## src/rtl/bto_pkg.sv

```systemverilog
package bto_pkg;
    // Whether a bus cycle is currently being timed
    typedef enum logic {
        PH_IDLE = 1'b0,
        PH_OPEN = 1'b1
    } phase_e;

    typedef struct packed {
        logic flag;
    } flag_st_t;
endpackage

```

## src/rtl/bto_counter.sv

```systemverilog
module bto_counter
    import bto_pkg::*;
#(
    parameter int LIMIT = 512
) (
    input  logic clk,
    input  logic rst_n,
    input  logic run,
    input  logic start,
    input  logic rdy_n,
    output logic fire,
    output logic expire
);
    localparam int CNT_W = $clog2(LIMIT + 1);
    localparam logic [CNT_W-1:0] LAST = CNT_W'(LIMIT);
    localparam logic [CNT_W-1:0] ONE  = CNT_W'(1);

    typedef struct packed {
        phase_e           phase;
        logic [CNT_W-1:0] cnt;
        logic             expire;
    } cnt_st_t;

    cnt_st_t st_d, st_q;

    always_comb begin
        st_d        = st_q;
        st_d.expire = 1'b0;
        if (!run) begin
            st_d.phase = PH_IDLE;
            st_d.cnt   = '0;
        end else if (start) begin
            st_d.phase = PH_OPEN;
            st_d.cnt   = ONE;
        end else if (st_q.phase == PH_OPEN) begin
            if (!rdy_n) begin
                st_d.phase = PH_IDLE;
                st_d.cnt   = '0;
            end else if (st_q.cnt == LAST) begin
                st_d.phase  = PH_IDLE;
                st_d.cnt    = '0;
                st_d.expire = 1'b1;
            end else begin
                st_d.cnt = st_q.cnt + ONE;
            end
        end
    end

    always_ff @(posedge clk or negedge rst_n) begin
        if (!rst_n) begin
            st_q <= '{phase: PH_IDLE, cnt: '0, expire: 1'b0};
        end else begin
            st_q <= st_d;
        end
    end

    assign fire   = st_d.expire;
    assign expire = st_q.expire;
endmodule

```

## src/rtl/bto_flag.sv

```systemverilog
module bto_flag
    import bto_pkg::*;
(
    input  logic clk,
    input  logic rst_n,
    input  logic set,
    input  logic clr,
    output logic flag
);
    flag_st_t st_d, st_q;

    always_comb begin
        st_d = st_q;
        if (set) begin
            st_d.flag = 1'b1;
        end else if (clr) begin
            st_d.flag = 1'b0;
        end
    end

    always_ff @(posedge clk or negedge rst_n) begin
        if (!rst_n) begin
            st_q <= '{flag: 1'b0};
        end else begin
            st_q <= st_d;
        end
    end

    assign flag = st_q.flag;
endmodule

```

## src/rtl/bus_timeout_monitor.sv

```systemverilog
module bus_timeout_monitor #(
    parameter int LIMIT = 512
) (
    input  logic clk,
    input  logic rst_n,
    input  logic cyc_start,
    input  logic rdy_n_in,
    input  logic wd_disable,
    input  logic flag_clear,
    output logic force_rdy_n,
    output logic rdy_n_out,
    output logic tout_flag
);
    logic fire;
    logic expire;

    bto_counter #(.LIMIT(LIMIT)) cnt_i (
        .clk    (clk),
        .rst_n  (rst_n),
        .run    (~wd_disable),
        .start  (cyc_start),
        .rdy_n  (rdy_n_in),
        .fire   (fire),
        .expire (expire)
    );

    bto_flag flag_i (
        .clk   (clk),
        .rst_n (rst_n),
        .set   (fire),
        .clr   (flag_clear),
        .flag  (tout_flag)
    );

    assign force_rdy_n = ~(expire & ~wd_disable);
    assign rdy_n_out   = rdy_n_in & force_rdy_n;
endmodule

```

## config.mk

```make
export PLATFORM = sky130hd
export DESIGN_NAME = bus_timeout_monitor
export DESIGN_NICKNAME = d
export VERILOG_FILES = /design/src/rtl/bto_pkg.sv /design/src/rtl/bto_counter.sv /design/src/rtl/bto_flag.sv /design/src/rtl/bus_timeout_monitor.sv
export SDC_FILE = /design/constraint.sdc
export NUM_CORES = 1
export LEC_CHECK = 0
export BUFFER_PORTS_ARGS = -buffer_cell sky130_fd_sc_hd__buf_2
export CAP_MARGIN = 20
export CORE_MARGIN = 10
export CORE_UTILIZATION = 25
export DETAILED_ROUTE_END_ITERATION = 10
export GPL_TIMING_DRIVEN = 0
export HOLD_SLACK_MARGIN = 0.06
export PLACE_DENSITY = 0.4
export RECOVER_POWER = 50
export SKIP_LAST_GASP = 1
export SLEW_MARGIN = 40
export SYNTH_ARGS = -nofsm -noshare
export SYNTH_HDL_FRONTEND = slang
export SYNTH_SLANG_ARGS = --single-unit
```

## constraint.sdc

```tcl
create_clock -name clk -period 2.79 [get_ports clk]
set_input_delay 0.1395 -clock clk [delete_from_list [all_inputs] [get_ports clk]]
set_output_delay 0.1395 -clock clk [all_outputs]
set_load 0.03 [all_outputs]
```

Word-level counts from Yosys, hierarchy flattened
Cells that the tools add are included.

Register bits after elaboration: 13. Input bits: 6. Output and inout port bits: 3. Logic and storage cells: 24.

Add/sub/neg operators: 1. Equality and inequality tests: 1. Muxes and demuxes: 12. Bitwise operators: 4. Reductions and logical operators: 2.

Operators with widths (count): $mux W11 (3); $mux W12 (1); $add A10 B1 Y10 const B (1); $eq A10 B10 Y1 const B (1); $mux W10 (1); $mux W1 (7); $reduce_bool A3 Y1 (1); $and A1 B1 Y1 (2); $not A1 Y1 (2); $reduce_bool A2 Y1 (1).

Depth between registers and ports, before layout
Depth after elaboration: 7. Depth in mapped cells: 5. Mapped depth without buffers: 5.

Modules after synthesis
A second synthesis with hierarchy kept.

Cell total of the unflattened synthesis: 81. Area total of the unflattened synthesis: 765.7 sq um.

By module, submodules not included: bto_counter (times used 1, cells each 75, area each 703.2 sq um, seq. area each 300.3 sq um); bto_flag (times used 1, cells each 3, area each 36.3 sq um, seq. area each 25.0 sq um); bus_timeout_monitor (times used 1, cells each 3, area each 26.3 sq um, seq. area each 0.0 sq um).

Least setup slack after synthesis
No wires, ideal clock.

Path type: flip-flop to flip-flop. Start: reg cnt_i.st_q[4] in the netlist's numbering. End: reg cnt_i.st_q[3] in the netlist's numbering. Setup time: 124 ps. Data arrival time: 1353 ps. Required time: 2666 ps. Path slack: 1313 ps. Cell stages (with the launch flop): 5. Path buffers: 0. Clock period less this slack: 1477 ps. Cells stage by stage: dfrtp_1 -> nor4_1 -> nand4_1 -> and4b_1 -> a211o_1.

Cells in the longest elaborated chain, start to end: 6.

Ends and longest elaborated chain: from (decl) (line bto_counter.sv:24) `cnt_st_t st_d, st_q;`; from (signal assigned) (line bto_counter.sv:51) `st_q <= '{phase: PH_IDLE, cnt: '0, expire: 1'b0};`; from (signal assigned) (line bto_counter.sv:53) `st_q <= st_d;`; $eq A10 B10 Y1 (line bto_counter.sv:39) `end else if (st_q.cnt == LAST) begin`; $mux W10 (line bto_counter.sv:39); $mux W11 (line bto_counter.sv:36) `if (!rdy_n) begin`; $mux W12 (line bto_counter.sv:35) `end else if (st_q.phase == PH_OPEN) begin`; $mux W11 (line bto_counter.sv:32) `end else if (start) begin`; $mux W11 (line bto_counter.sv:29) `if (!run) begin`.

Every way passes these cells. The select of a mux whose other input is x is not followed. A chain may end at the register's enable or synchronous reset.

Final worst setup path
Start: reg cnt_i.st_q[7] in the netlist's numbering. End: reg cnt_i.st_q[3] in the netlist's numbering.

The elaborated chain is that of the path after synthesis.

==> out/results.ini <==
[outcome]
status=finished, final reports clean

[synth]
synth_enable_flop_cells=0
synth.ff_latch_count=13
synth_nets=84
syn_area_per_cell_sq_um=9.43
netlist.top_cell.by_area=dfrtp_1
biggest_area_contributors_in_the_synthesized_netlist=dfrtp_1, nand3_1, nand2_1
syn_inst=76
post_synth_instance_area_sq_um=717
synthesis.yosys.warnings=0
ys_seq_area_frac=0.454
post_synth_num_cell_types=29
synth_largest_type_area_fraction=0.454
synth-main-ff-cell=dfrtp_1
asyncSetResetFlopFracSynth=1.00

[clock_tree]
latest_clock_arrival_within_the_worst_skew_pair_ns=0.29
htree_levels=1
maximum_root_to_sink_buffer_count=2
cts_inserted_buffers=3
clk_root_buffer_cell=clkbuf_4
hold_buf_count_cts=2
post-cts-setup-buffers=0
cts_resized=0
clock_sinks=13
tritoncts=done
clkTransAtPathRegs_ns=0.09

[sta]
timing.max_slew.rel_slack=0.501
finalHoldViolations=0
worstMarginPinSlew_ns=0.748
finalWorstPathRequiredPeriod_ns=1.71
finalSetupViolCount=0
worst_clock_skew_ns=0.0112
fin_tns_setup_ns=0
max_freq_mhz=584
pins_over_slew_limit=0
setup_repair_after_global_routing_missed_its_margin=false
fin_crit_sh=0.614

[critical_path]
worstSetupEndpointType=register
cp_data_arrival_time_ns=1.88
worst_setup_path_start_kind=register
crit_path_top_delay_cell=dfrtp_1
cp_cell_sequence=nor4_1 > nand4_1 > and4b_1 > a211o_1
worst_path_largest_cell_delay_ns=0.44
timing.critical_path.fanout_max=6
timing.critical_path.required_ns=2.96
path_class=register to register

[global_route]
globalRouteTotalUtil=0.0762
global_route.overflow_total=0
initial_antenna_violation_count=0
grt_pass1_vias=671
pin_count_of_the_biggest_net_entering_global_routing=14
grt_pass1_wl_um=3260

[pwr]
total_power_consumption_w=0.000343
power_leakage_nw=0.379
worst_supply_voltage_drop_on_vdd_mv=0.255
cellPowerDensity_nw_per_um2=409

[floorplan]
die_h_um=73.6
ioPinCount=9
num_rows=19
die_area_sq_um=5410
starting_density_of_the_core=0.260
core_sq_um=2760
die_w_um=73.6

[placement]
place.gp.congestion=0.717
placement.io_buffers=8
place_hpwl_um=1200

[drt]
routed_wire_length_per_instance_um=14.1
avgViaCountPerCell=5.02
drtAntennaViolNets=0
drt_first_iter_violations=39
detailedRoute.firstPassIterationCount=4
finalWirelength_um=1700
num_vias=608
drt_drc_violations_left=0

[final_layout]
filler_cell_count=294
layout.core_utilization=0.304
area.growth.synth_to_final_pct=17.1
design.final.nets=99
drive_above_1_share=0.167
antenna-diode-count=0

[run]
timing.max_cap.violations=0

[hold_path]
worst_hold_path_type=primary input to register

==> stage by stage <==
stage	setup slack [ns]	hold slack, ns	instances	instance area, sq um
finish	1.08	0.0919	121	840
global placement	1.08	0.0537	115	796
detailed placement	1.08	0.0556	115	796
global route	0.910	0.0927	121	840
floorplan	1.31	-0.156	76	717
CTS	1.06	0.0821	121	842
==> cell usage in the layout (no fill, tap or decap), types with 3 or more instances in the layout <==
| cell type | instances |
|---|---|
| clkbuf_4 | 3 |
| or3_1 | 4 |
| nand2_1 | 11 |
| dfrtp_1 | 13 |
| nand3_1 | 13 |
| inv_1 | 4 |
| buf_2 | 6 |
| clkbuf_1 | 3 |
==> cells by family after synthesis <==
family / synth area share
simple gates: 0.365
buf+inv: 0.0366
flops: 0.454
fa+ha+maj: 0.0349
compound gates: 0.110
==> where the power goes <==
group / switching, W / total (W) / leakage [nW] / internal, W
Combinational: 0.0000162 / 0.0000262 / 0.185 / 0.00000997
Clock: 0.0000676 / 0.000123 / 0.0150 / 0.0000556
Sequential: 0.00000311 / 0.000194 / 0.179 / 0.000191
Total: 0.0000869 / 0.000343 / 0.379 / 0.000256
==> worst paths after layout <==
kind | from | end | slack [ns] | cells after the start
setup / recovery | cnt_i.st_q[7] | cnt_i.st_q[3] | 1.08 | 4
hold / removal | wd_disable | cnt_i.st_q[11] | 0.09 | 2
setup reg to reg | cnt_i.st_q[7] | cnt_i.st_q[3] | 1.08 | 4
hold reg to reg | flag_i.flag | flag_i.flag | 0.54 | 2
max in group asynchronous | rst_n | cnt_i.st_q[1] | 1.89 | 2
min in group asynchronous | rst_n | cnt_i.st_q[7] | 0.42 | 2
==> cell type report <==
| cell class | instances | area (sq um) | area share |
|---|---|---|---|
| plain buffers | 1 | 11.3 | 0.0134 |
| clock buffers | 4 | 26.3 | 0.0313 |
| inverters | 4 | 15.0 | 0.0179 |
| multi-input cells | 58 | 365 | 0.435 |
| flip-flops and latches | 13 | 325 | 0.387 |
| well taps | 31 | 38.8 | 0.0462 |
| repair buffers | 10 | 57.6 | 0.0686 |
==> flip-flops by register name, summed over array words and instances, names as in the netlist <==
signal / flops
cnt_i.st_q: 11
flag_i.flag: 1
cnt_i.expire: 1
==> worst max-delay path: cells and delay by family, from the launching register on <==
| kind | cells | cell delay, ns |
|---|---|---|
| compound gates | 1 | 0.26 |
| flops | 1 | 0.44 |
| simple gates | 3 | 0.89 |
==> layer usage <==
layer,share of wire,up-vias,wire length [um],track usage
li1,-,316,-,-
met5,0,-,0,0
met3,0.049,2,83,0.0336
met1,0.49,283,836,0.0962
met4,0.011,0,18,0.0311
met2,0.45,7,765,0.110
==> Yosys cell counts, types with 2 or more instances <==
cell type / count
nand4_1: 2
or3_1: 4
nor3_1: 2
nand3_1: 13
ha_1: 2
dfrtp_1: 13
nor4_1: 2
a31oi_1: 2
a211o_1: 2
nand2_1: 11
nor3_2: 2
inv_1: 4
No activity file was read; power rests on OpenSTA's default activity.
